<file path="src/rtl/ipres_pkg.sv">
package ipres_pkg;

  typedef enum logic [2:0] {
    OP_IDLE,
    OP_REQ,
    OP_ACCEPT,
    OP_EOI,
    OP_SETCPPR,
    OP_SETMFRR,
    OP_POLL
  } ipres_op_e;

  function automatic ipres_op_e pick_op(input logic req, input logic acc,
                                        input logic eoi, input logic cpr,
                                        input logic mfr, input logic pol);
    ipres_op_e o;
    o = OP_IDLE;
    if (req)      o = OP_REQ;
    else if (acc) o = OP_ACCEPT;
    else if (eoi) o = OP_EOI;
    else if (cpr) o = OP_SETCPPR;
    else if (mfr) o = OP_SETMFRR;
    else if (pol) o = OP_POLL;
    return o;
  endfunction

endpackage

</file>
<file path="src/rtl/ipres_admit.sv">
module ipres_admit #(
  parameter int PRIO_W = 8
) (
  input  logic [PRIO_W-1:0] req_prio,
  input  logic [PRIO_W-1:0] cppr,
  input  logic [PRIO_W-1:0] pend,
  input  logic              busy,
  output logic              admit
);
  function automatic logic beats(input logic [PRIO_W-1:0] a,
                                 input logic [PRIO_W-1:0] b);
    return a < b;
  endfunction

  // Offer must beat the current priority and, if the slot is taken, the holder.
  assign admit = beats(req_prio, cppr) && !(busy && !beats(req_prio, pend));
endmodule

</file>
<file path="src/rtl/ipres_ipi.sv">
module ipres_ipi #(
  parameter int PRIO_W = 8
) (
  input  logic              gate,
  input  logic [PRIO_W-1:0] mfrr,
  input  logic [PRIO_W-1:0] cppr,
  input  logic [PRIO_W-1:0] pend,
  input  logic              busy,
  output logic              take
);
  function automatic logic holder_keeps(input logic hb,
                                        input logic [PRIO_W-1:0] hp,
                                        input logic [PRIO_W-1:0] ip);
    return hb && (hp <= ip);
  endfunction

  assign take = gate && (mfrr < cppr) && !holder_keeps(busy, pend, mfrr);
endmodule

</file>
<file path="src/rtl/ipres_cppr_eval.sv">
module ipres_cppr_eval #(
  parameter int PRIO_W = 8
) (
  input  logic [PRIO_W-1:0] new_cppr,
  input  logic [PRIO_W-1:0] old_cppr,
  input  logic [PRIO_W-1:0] pend,
  input  logic              busy,
  output logic              drop,
  output logic              want_resend
);
  logic tighter;
  assign tighter     = new_cppr < old_cppr;
  assign drop        = tighter && busy && (new_cppr <= pend);
  assign want_resend = !tighter && !busy;
endmodule

</file>
<file path="src/rtl/irq_presenter.sv">
module irq_presenter
  import ipres_pkg::*;
#(
  parameter int PRIO_W  = 8,
  parameter int NUM_W   = 24,
  parameter int IPI_NUM = 2
) (
  input  logic                    clk,
  input  logic                    rst_n,
  input  logic                    req_valid,
  input  logic [NUM_W-1:0]        req_num,
  input  logic [PRIO_W-1:0]       req_prio,
  input  logic                    op_accept,
  input  logic                    op_eoi,
  input  logic                    op_set_cppr,
  input  logic                    op_set_mfrr,
  input  logic                    op_poll,
  input  logic [PRIO_W+NUM_W-1:0] op_data,
  output logic                    irq_out,
  output logic                    rd_valid,
  output logic [PRIO_W+NUM_W-1:0] rd_word,
  output logic [PRIO_W-1:0]       rd_mfrr,
  output logic                    rej_valid,
  output logic [NUM_W-1:0]        rej_num,
  output logic                    eoi_valid,
  output logic [NUM_W-1:0]        eoi_num,
  output logic                    resend_req
);
  localparam int                WORD_W    = PRIO_W + NUM_W;
  localparam logic [NUM_W-1:0]  IPI_CODE  = NUM_W'(IPI_NUM);
  localparam logic [PRIO_W-1:0] PRIO_NONE = '1;

  // architectural state
  logic [PRIO_W-1:0] cppr_q, cppr_d;
  logic [NUM_W-1:0]  xisr_q, xisr_d;
  logic [PRIO_W-1:0] pend_q, pend_d;
  logic [PRIO_W-1:0] mfrr_q, mfrr_d;
  logic              owner_q, owner_d;
  logic              irq_q, irq_d;

  // outbound strobes
  logic              rd_v_d, rej_v_d, eoi_v_d, rsnd_d;
  logic [NUM_W-1:0]  rej_n_d, eoi_n_d;
  logic              rd_v_q, rej_v_q, eoi_v_q, rsnd_q;
  logic [NUM_W-1:0]  rej_n_q, eoi_n_q;
  logic [WORD_W-1:0] rd_word_q;
  logic [PRIO_W-1:0] rd_mfrr_q;

  // named internal events
  ipres_op_e         op_w;
  logic              busy_w;
  logic              admit_w;
  logic              drop_w;
  logic              resend_w;
  logic              ipi_gate_w;
  logic              ipi_take_w;
  logic [PRIO_W-1:0] new_prio_w;
  logic [PRIO_W-1:0] eoi_cppr_w;
  logic [PRIO_W-1:0] ipi_cppr_w;
  logic [PRIO_W-1:0] ipi_mfrr_w;

  assign op_w       = pick_op(req_valid, op_accept, op_eoi, op_set_cppr,
                              op_set_mfrr, op_poll);
  assign busy_w     = xisr_q != '0;
  assign new_prio_w = op_data[PRIO_W-1:0];
  assign eoi_cppr_w = op_data[WORD_W-1 -: PRIO_W];

  ipres_admit #(.PRIO_W(PRIO_W)) u_admit (
    .req_prio (req_prio),
    .cppr     (cppr_q),
    .pend     (pend_q),
    .busy     (busy_w),
    .admit    (admit_w)
  );

  ipres_cppr_eval #(.PRIO_W(PRIO_W)) u_cppr (
    .new_cppr    (new_prio_w),
    .old_cppr    (cppr_q),
    .pend        (pend_q),
    .busy        (busy_w),
    .drop        (drop_w),
    .want_resend (resend_w)
  );

  always_comb begin
    ipi_mfrr_w = (op_w == OP_SETMFRR) ? new_prio_w : mfrr_q;
    ipi_cppr_w = cppr_q;
    if (op_w == OP_SETCPPR) ipi_cppr_w = new_prio_w;
    if (op_w == OP_EOI)     ipi_cppr_w = eoi_cppr_w;
  end

  assign ipi_gate_w = (op_w == OP_SETMFRR)
                    || ((op_w == OP_SETCPPR) && resend_w)
                    || ((op_w == OP_EOI) && !busy_w);

  ipres_ipi #(.PRIO_W(PRIO_W)) u_ipi (
    .gate (ipi_gate_w),
    .mfrr (ipi_mfrr_w),
    .cppr (ipi_cppr_w),
    .pend (pend_q),
    .busy (busy_w),
    .take (ipi_take_w)
  );

  always_comb begin
    cppr_d  = cppr_q;
    xisr_d  = xisr_q;
    pend_d  = pend_q;
    mfrr_d  = mfrr_q;
    owner_d = owner_q;
    irq_d   = irq_q;
    rd_v_d  = 1'b0;
    rej_v_d = 1'b0;
    rej_n_d = '0;
    eoi_v_d = 1'b0;
    eoi_n_d = '0;
    rsnd_d  = 1'b0;
    unique case (op_w)
      OP_REQ: begin
        if (admit_w) begin
          if (busy_w && owner_q) begin
            rej_v_d = 1'b1;
            rej_n_d = xisr_q;
          end
          xisr_d  = req_num;
          pend_d  = req_prio;
          owner_d = 1'b1;
          irq_d   = 1'b1;
        end else begin
          rej_v_d = 1'b1;
          rej_n_d = req_num;
        end
      end
      OP_ACCEPT: begin
        rd_v_d  = 1'b1;
        cppr_d  = pend_q;
        xisr_d  = '0;
        pend_d  = PRIO_NONE;
        owner_d = 1'b0;
        irq_d   = 1'b0;
      end
      OP_POLL: rd_v_d = 1'b1;
      OP_SETCPPR: begin
        cppr_d = new_prio_w;
        if (drop_w) begin
          if (owner_q) begin
            rej_v_d = 1'b1;
            rej_n_d = xisr_q;
          end
          xisr_d  = '0;
          pend_d  = PRIO_NONE;
          owner_d = 1'b0;
          irq_d   = 1'b0;
        end
        if (resend_w) rsnd_d = 1'b1;
      end
      OP_SETMFRR: mfrr_d = new_prio_w;
      OP_EOI: begin
        cppr_d  = eoi_cppr_w;
        eoi_v_d = 1'b1;
        eoi_n_d = op_data[NUM_W-1:0];
        if (!busy_w) rsnd_d = 1'b1;
      end
      default: ;
    endcase
    if (ipi_take_w) begin
      if (busy_w && owner_q) begin
        rej_v_d = 1'b1;
        rej_n_d = xisr_q;
      end
      xisr_d  = IPI_CODE;
      pend_d  = ipi_mfrr_w;
      owner_d = 1'b0;
      irq_d   = 1'b1;
    end
  end

  always_ff @(posedge clk or negedge rst_n) begin
    if (!rst_n) begin
      cppr_q    <= '0;
      xisr_q    <= '0;
      pend_q    <= PRIO_NONE;
      mfrr_q    <= PRIO_NONE;
      owner_q   <= 1'b0;
      irq_q     <= 1'b0;
      rd_v_q    <= 1'b0;
      rej_v_q   <= 1'b0;
      rej_n_q   <= '0;
      eoi_v_q   <= 1'b0;
      eoi_n_q   <= '0;
      rsnd_q    <= 1'b0;
      rd_word_q <= '0;
      rd_mfrr_q <= PRIO_NONE;
    end else begin
      cppr_q  <= cppr_d;
      xisr_q  <= xisr_d;
      pend_q  <= pend_d;
      mfrr_q  <= mfrr_d;
      owner_q <= owner_d;
      irq_q   <= irq_d;
      rd_v_q  <= rd_v_d;
      rej_v_q <= rej_v_d;
      rej_n_q <= rej_n_d;
      eoi_v_q <= eoi_v_d;
      eoi_n_q <= eoi_n_d;
      rsnd_q  <= rsnd_d;
      if (rd_v_d) begin
        rd_word_q <= {cppr_q, xisr_q};
        rd_mfrr_q <= mfrr_q;
      end
    end
  end

  assign irq_out    = irq_q;
  assign rd_valid   = rd_v_q;
  assign rd_word    = rd_word_q;
  assign rd_mfrr    = rd_mfrr_q;
  assign rej_valid  = rej_v_q;
  assign rej_num    = rej_n_q;
  assign eoi_valid  = eoi_v_q;
  assign eoi_num    = eoi_n_q;
  assign resend_req = rsnd_q;

  // ---------------- assertions ----------------
  p_single_op_r11: assert property (@(posedge clk) disable iff (!rst_n)
    $countones({req_valid, op_accept, op_eoi, op_set_cppr, op_set_mfrr, op_poll}) <= 1);

  p_line_tracks_r11: assert property (@(posedge clk) disable iff (!rst_n)
    irq_out == (xisr_q != '0));

  p_poll_quiet_r2: assert property (@(posedge clk) disable iff (!rst_n)
    (op_w == OP_POLL) |=> ($stable(cppr_q) && $stable(xisr_q) && $stable(mfrr_q)
                           && rd_valid && !rej_valid));

  p_refuse_echo_r3: assert property (@(posedge clk) disable iff (!rst_n)
    (op_w == OP_REQ && !admit_w) |=> (rej_valid && rej_num == $past(req_num)
                                      && $stable(xisr_q)));

  p_admit_latch_r4: assert property (@(posedge clk) disable iff (!rst_n)
    (op_w == OP_REQ && admit_w) |=> (irq_out && xisr_q == $past(req_num)));

  p_take_lowers_r5: assert property (@(posedge clk) disable iff (!rst_n)
    (op_w == OP_ACCEPT) |=> (!irq_out && xisr_q == '0 && rd_valid
                             && cppr_q == $past(pend_q)));

  p_drop_clears_r6: assert property (@(posedge clk) disable iff (!rst_n)
    (op_w == OP_SETCPPR && drop_w) |=> (!irq_out && xisr_q == '0));

  p_resend_pulse_r7: assert property (@(posedge clk) disable iff (!rst_n)
    (op_w == OP_SETCPPR && resend_w) |=> resend_req);

  p_eoi_forward_r8: assert property (@(posedge clk) disable iff (!rst_n)
    (op_w == OP_EOI) |=> (eoi_valid && eoi_num == $past(op_data[NUM_W-1:0])));

  p_ipi_load_r9: assert property (@(posedge clk) disable iff (!rst_n)
    ipi_take_w |=> (irq_out && xisr_q == IPI_CODE));

  p_ipi_hold_r10: assert property (@(posedge clk) disable iff (!rst_n)
    (op_w == OP_SETMFRR && busy_w && pend_q <= new_prio_w)
      |=> ($stable(xisr_q) && !rej_valid));

endmodule

</file>
<file path="config.mk">
export PLATFORM = sky130hd
export DESIGN_NAME = irq_presenter
export DESIGN_NICKNAME = d
export VERILOG_FILES = /design/src/rtl/ipres_pkg.sv /design/src/rtl/ipres_admit.sv /design/src/rtl/ipres_ipi.sv /design/src/rtl/ipres_cppr_eval.sv /design/src/rtl/irq_presenter.sv
export SDC_FILE = /design/constraint.sdc
export NUM_CORES = 1
export LEC_CHECK = 0
export CORE_MARGIN = 8
export CORE_UTILIZATION = 35
export DETAILED_ROUTE_END_ITERATION = 6
export GPL_ROUTABILITY_DRIVEN = 0
export GPL_TIMING_DRIVEN = 0
export HOLD_SLACK_MARGIN = 0.1
export SYNTH_ARGS = -nofsm -noshare
export SYNTH_HDL_FRONTEND = slang
export SYNTH_HIERARCHICAL = 1
export SYNTH_SLANG_ARGS = --single-unit
</file>
<file path="constraint.sdc">
create_clock -name clk -period 9.5 [get_ports clk]
set_clock_uncertainty 0.15 [all_clocks]
set_input_delay 2.85 -clock clk [delete_from_list [all_inputs] [get_ports clk]]
set_output_delay 2.85 -clock clk [all_outputs]
set_load 0.05 [all_outputs]
</file>
# Word-level counts from Yosys, hierarchy flattened
# Cells that the tools add are included.
[classes]
n_lt_le_gt_ge = 6
n_eq_ne = 8
n_mux = 43
n_reduce_logical = 23
[op_table]
columns = ["operator", "count"]
rows = [
  ["$mux W24", 10],
  ["$pmux W24 S3", 1],
  ["$mux W8", 6],
  ["$pmux W24 S2", 1],
  ["$pmux W8 S3", 2],
  ["$lt A8 B8 Y1", 4],
  ["$reduce_bool A24 Y1", 1],
  ["$mux W3", 6],
  ["$le A8 B8 Y1", 2],
  ["$mux W1", 14],
  ["$logic_and A1 B1 Y1", 11],
  ["$eq A3 B3 Y1 const B", 3],
  ["$eq A3 B2 Y1 const B", 2],
  ["$ne A3 B3 Y1 const B", 2],
  ["$logic_not A1 Y1", 5],
  ["$pmux W1 S2", 2],
  ["$reduce_bool A4 Y1", 1],
  ["$eq A3 B1 Y1 const B", 1],
  ["$pmux W1 S3", 1],
  ["$reduce_and A3 Y1", 1],
  ["$reduce_bool A3 Y1", 1],
  ["$logic_or A1 B1 Y1", 2],
  ["$reduce_or A2 Y1", 1],
]
[word_totals]
reg_bits = 142
inputBits = 72
word_cells = 94

# Longest topological paths before layout
# Gate-level depths: netlist of the first run.
[depth]
word_depth = 14
ltp_mapped = 17
ltp_nobuf = 15

# Hierarchy
# Netlist of the first run, hierarchy kept.
[modules_own_cells]
columns = ["module", "n_inst", "cells_per_inst", "area_per_inst_um2"]
rows = [
  ["irq_presenter", 1, 550, 6291.0],
  ["ipres_cppr_eval", 1, 55, 429.2],
  ["ipres_ipi", 1, 55, 389.1],
  ["ipres_admit", 1, 50, 351.6],
]

# Worst setup path before layout of the first run
# No wires, ideal clock.
[synth_path]
kind = "input port to flip-flop"
startpoint = "in req_valid"
endpoint = "reg rej_n_q[10], in the netlist rej_num[10]"
t_arrival_ns = 5.641
t_required_ns = 9.221
slack_ns = 3.581
path_stages = 17
path_buffers = 3
cell_sequence = "buf_2 > nor4b_2 > clkbuf_1 > nor2_1 > nand2_1 > nand2_1 > inv_1 > ha_1 > a21oi_1 > o2111ai_1 > a31oi_1 > o211a_1 > and2_0 > clkbuf_1 > nor3_1 > a211oi_1 > o21ai_2"
[synth_between]
elab_chain_len = 8
elab_cells_between_ends = 21
classes_between = "order compare (2); eq/ne (4); mux (7); reduce/logical (8)"
[synth_lines]
columns = ["item", "line", "source"]
rows = [
  ["from (decl)", "irq_presenter.sv:10", "input logic req_valid,"],
  ["$mux W3 *", "ipres_pkg.sv:18", "if (req) o = OP_REQ;"],
  ["$eq A3 B3 Y1", "irq_presenter.sv:88", "if (op_w == OP_SETCPPR) ipi_cppr_w = new_prio_w;"],
  ["$mux W8", "irq_presenter.sv:88", ""],
  ["$mux W8 *", "irq_presenter.sv:89", "if (op_w == OP_EOI) ipi_cppr_w = eoi_cppr_w;"],
  ["net ipi_cppr_w[6]", "irq_presenter.sv:59", "logic [PRIO_W-1:0] ipi_cppr_w;"],
  ["$lt A8 B8 Y1 *", "ipres_ipi.sv:17", "assign take = gate && (mfrr < cppr) && !holder_keeps(busy, pend, mfrr);"],
  ["$logic_and A1 B1 Y1 * (2 in series)", "ipres_ipi.sv:17", ""],
  ["net ipi_take_w", "irq_presenter.sv:56", "logic ipi_take_w;"],
  ["$mux W24 *", "irq_presenter.sv:166", "if (ipi_take_w) begin"],
  ["net rej_n_d[10]", "irq_presenter.sv:43", "logic [NUM_W-1:0] rej_n_d, eoi_n_d;"],
  ["to (signal assigned)", "irq_presenter.sv:203", "rej_n_q <= rej_n_d;"],
  ["to (decl)", "irq_presenter.sv:45", "logic [NUM_W-1:0] rej_n_q, eoi_n_q;"],
]
# Mark *: on every way through the listed nets, which the timed path passes. The rest lies on a longest branch.
# A chain may end at the register's enable or synchronous reset.

# Worst setup path after layout of the first run
[layout_path]
startpoint = "in op_eoi"
endpoint = "reg rej_n_q[10], in the netlist rej_num[10]"
[layout_between]
elab_chain_len = 10
elab_cells_between_ends = 23
classes_between = "order compare (2); eq/ne (4); mux (9); reduce/logical (8)"
[layout_lines]
columns = ["item", "line", "source"]
rows = [
  ["from (decl)", "irq_presenter.sv:14", "input logic op_eoi,"],
  ["$mux W3 *", "ipres_pkg.sv:20", "else if (eoi) o = OP_EOI;"],
  ["$mux W3 *", "ipres_pkg.sv:19", "else if (acc) o = OP_ACCEPT;"],
  ["$mux W3 *", "ipres_pkg.sv:18", ""],
  ["$eq A3 B3 Y1", "irq_presenter.sv:88", ""],
  ["$mux W8", "irq_presenter.sv:88", ""],
  ["$mux W8 *", "irq_presenter.sv:89", ""],
  ["net ipi_cppr_w[6]", "irq_presenter.sv:59", ""],
  ["$lt A8 B8 Y1 *", "ipres_ipi.sv:17", ""],
  ["$logic_and A1 B1 Y1 * (2 in series)", "ipres_ipi.sv:17", ""],
  ["net ipi_take_w", "irq_presenter.sv:56", ""],
  ["$mux W24 *", "irq_presenter.sv:166", ""],
  ["net rej_n_d[10]", "irq_presenter.sv:43", ""],
]
# Marks and branches as above.

==> key figures, run 1 <==
Outcome
  – Status: finished, final reports clean

Setup path
  – Crit-path cells: clkdlybuf4s50_1 > nor3b_2 > clkbuf_1 > a22oi_1 > nand2_1 > inv_1 > ha_1 > a21oi_1 > o2111ai_1 > a31oi_1 > o211a_1 > and2_0 > clkbuf_1 > nor3_1 > a211oi_1 > o21ai_2
  – Critical path's largest stage delay: 0.73 ns
  – CP bufs+invs: 4
  – Worst Setup End Kind: flop
  – Reg-to-reg setup timing slack: 4.85 ns
  – CP Data Arrival Time: 7.37 ns
  – Worst-path cell with the longest stage delay: nor3b_2
  – Worst-path maximum fanout: 10
  – Cell mode on critical path: clkbuf_1
  – Reg-to-Reg Start: xisr_q[16]
  – CP required: 9.65 ns
  – Reg2reg path depth: 16
  – Critical path type: in2reg
  – Top Family by Delay on Critical Path: buffers and inverters
  – Worst setup SP type: primary input
  – RR Endpoint: rej_num[10]

Placed design
  – Placed cell areas: 9470 µm²
  – DP HPWL: approximately 16000 µm
  – I/O Buffers: about 160

Hold path
  – Source of the worst hold timing path: rd_word[1]
  – Cells on Worst Hold Path: 2
  – HP Class: reg2reg
  – WHS Endpoint: rd_word[1]

Clock tree
  – Worst-path clk slew: 0.06 ns
  – CTS Buffer Depth: 2
  – CTS Hold Bufs: 0
  – CTS Sinks: 142
  – Clk root buf: clkbuf_16
  – Setup Buffers After CTS: 0
  – CTS Buf Count: 17
  – Post-cts sizing count: 0
  – Skew-Pair Late Insertion Delay: 0.42 ns
  – H-tree Lvls: 4
  – CTS tree: yes

Finish
  – Synthesis-to-layout area growth: 34.8%
  – Multi-input gate area: between 3000 and 4000 µm²
  – Sequential Area: 3580 µm²
  – Final Cell Area: 10100 µm²
  – Most frequent cells in the layout: clkdlybuf4s50_1 (162), dfrtp_1 (118), inv_1 (75), nand2_1 (60), mux2_2 (47)
  – FILL cells: 1966
  – Ant diodes: 0
  – Fin nets: ~1000
  – Layout cells sized above 1: 17.0%
  – Commonest non-fill, non-tap cell in the layout: clkdlybuf4s50_1

Floorplanning
  – Initial core utilization: a little over a third
  – Chip width: 162 µm
  – Core area: around 21000 µm²
  – I/O Pins: around 170
  – Rows: 53
  – Die height: 162 µm
  – Die area: between 20000 and 30000 µm²

Timing
  – Hold Fails Final Rpt: 0
  – Setup TNS: 0 ns
  – Hold WS: 0.340 ns
  – Slew Limit Headroom: 44.8%
  – Period utilization: 76.0%
  – Final setup violation count: 0
  – Worst-Margin Slew: 0.824 ns
  – Tmin final: slightly above 7 ns
  – RSZ-0062 raised after global routing: no
  – F_max: 139 MHz
  – Fin. max-slew vios: 0

Route
  – Detailed Route Iter0 Violations: 395
  – Pre-antenna DRT Iters: 4
  – Vias: 6046
  – Average wire per standard cell: between 15 and 20 µm
  – Avg Vias per Cell: 5.12
  – Final wirelength: 22200 µm
  – Number of antenna-violating nets in the routed design: 0
  – Post-route DRC: 0

GRT
  – Total grt overflow: 0
  – Largest net degree at the start of global routing: 82
  – First-pass GRT wire length: 35400 µm
  – Vias in the first global route: ~6000
  – GRT Overall Usage: 17.1%
  – Antenna violations before repair: 1

Logic synthesis
  – Synthesized flop and latch total: 142
  – Mapped cell area: 7460 µm²
  – Syn_nets: 826
  – Yosys warning count: 6
  – Synth Instances: 710
  – Post-synth EDFFs: 0
  – Syn Area/Cell: 10.5 µm²
  – Async SR Flop Fraction: 100%
  – Sequential fraction of the synthesis area: 48.0%
  – Synth unique cells: 59
  – Commonest register cell after synthesis: dfrtp_1

Pwr
  – P_leak: around 0.0047 µW
  – Power per cell area: 279 nW/µm²
  – Worst VDD drop: about 0.11 mV

Flow run
  – Max-cap violations: 0
-- cell usage after synthesis (all sizes together) (5+ instances only) --
cell	n	area share, %
dfrtp	118	40
inv	75	3.8
nand2	60	3.0
mux2	47	7.1
ha	44	7.4
o21ai	29	2.5
and2	25	2.1
nor4	25	2.1
dfstp	24	8.5
nor3	24	1.6
a211oi	23	2.4
a22o	23	2.7
clkbuf	23	1.2
and3	21	1.8
buf	20	1.7
a21oi	19	1.3
a22oi	16	1.6
a21o	11	1.1
nor2	9	0.49
o221a	8	1.2
nand3	7	0.47
nand2b	6	0.64
nor2b	6	0.50
nand4	5	0.42
-- worst register-to-register path: cells and delay by family, from the launching register on --
family,cells,cell delay [ns]
buf+inv,3,1.09
flops,1,0.42
simple gates,7,1.63
compound gates,6,1.24
-- area by class of cell --
cell class                 instances  share of cell area, %
sequential                       142                   35.6
multi-input combinational        450                   33.6
clock inverter                    12                   1.37
inverter                          75                   2.80
tap                              275                   3.42
clock buffer                      20                   4.54
buffer                            43                   2.10
timing repair buffer             164                   16.5
-- where the power goes --
part,total (µW),switching (µW),leakage [µW],internal (µW)
Sequential,903,122,0.00180,781
Clock,669,267,0.000280,402
Combinational,1230,779,0.00261,453
-- worst max-delay path by stage --
stage	from	slack [ns]	depth (start not counted)	to
4_1_cts	op_eoi	2.37	16	rej_num[10]
5_1_grt	op_eoi	1.98	16	rej_num[10]
3_3_place_gp	rst_n	-0.51	1	rd_word[17]
6_report	op_eoi	2.28	16	rej_num[10]
2_1_floorplan	req_valid	3.58	17	rej_num[10]
3_5_place_dp	op_eoi	1.92	16	rej_num[10]
-- cell families (layout without fill, tap and decap cells) --
group	Yosys count	count (layout)	synth area share [%]
simple gates	200	200	14.5
compound gates	159	159	16.4
flops	142	142	48.0
buf+inv	118	314	6.61
mux	47	47	7.09
fa+ha+maj	44	44	7.38
-- state kept, by name, summed over array words and instances (netlist names) --
register,cells
cppr_q,8
irq_out,1
mfrr_q,8
xisr_q,24
rd_valid,1
owner_q,1
pend_q,8
eoi_num,24
eoi_valid,1
resend_req,1
rd_word,32
rej_num,24
rej_valid,1
rd_mfrr,8
-- stage by stage --
step | worst slack, ns | total power (µW) | util (%) | cells
floorplan | 3.58 | 1710 | - | 710
global placement | -0.508 | 2140 | 45.0 | 1148
detailed placement | 1.92 | 2150 | 45.2 | 1149
CTS | 2.37 | 2830 | 48.0 | 1181
global route | 1.98 | 2970 | 48.0 | 1181
finish | 2.28 | 2800 | 48.0 | 1181
-- per-layer routing --
layer | routed length [µm] | GRT usage [%]
met4 | 336 | 5.39
met5 | 10 | 0
met1 | 10300 | 22.6
met2 | 10200 | 26.7
met3 | 1310 | 4.86
Note: power is estimated with default switching activity, not from simulation.
==> run 2, diff against run 1 <==
Clock period 9.5 ns to 7.15 ns, I/O delays scaled along.
==> results of run 2 <==
Same layout as run 1 (identical final DEF). Status: finished, final reports clean.
Among the figures that moved: setup slack after placement 1.92 ns -> 0.272 ns; setup slack after layout 2.28 ns -> 0.635 ns; register-to-register setup slack 4.85 ns -> 2.50 ns; total power 2800 µW -> 3730 µW; worst IR drop on VDD 0.109 mV -> 0.145 mV
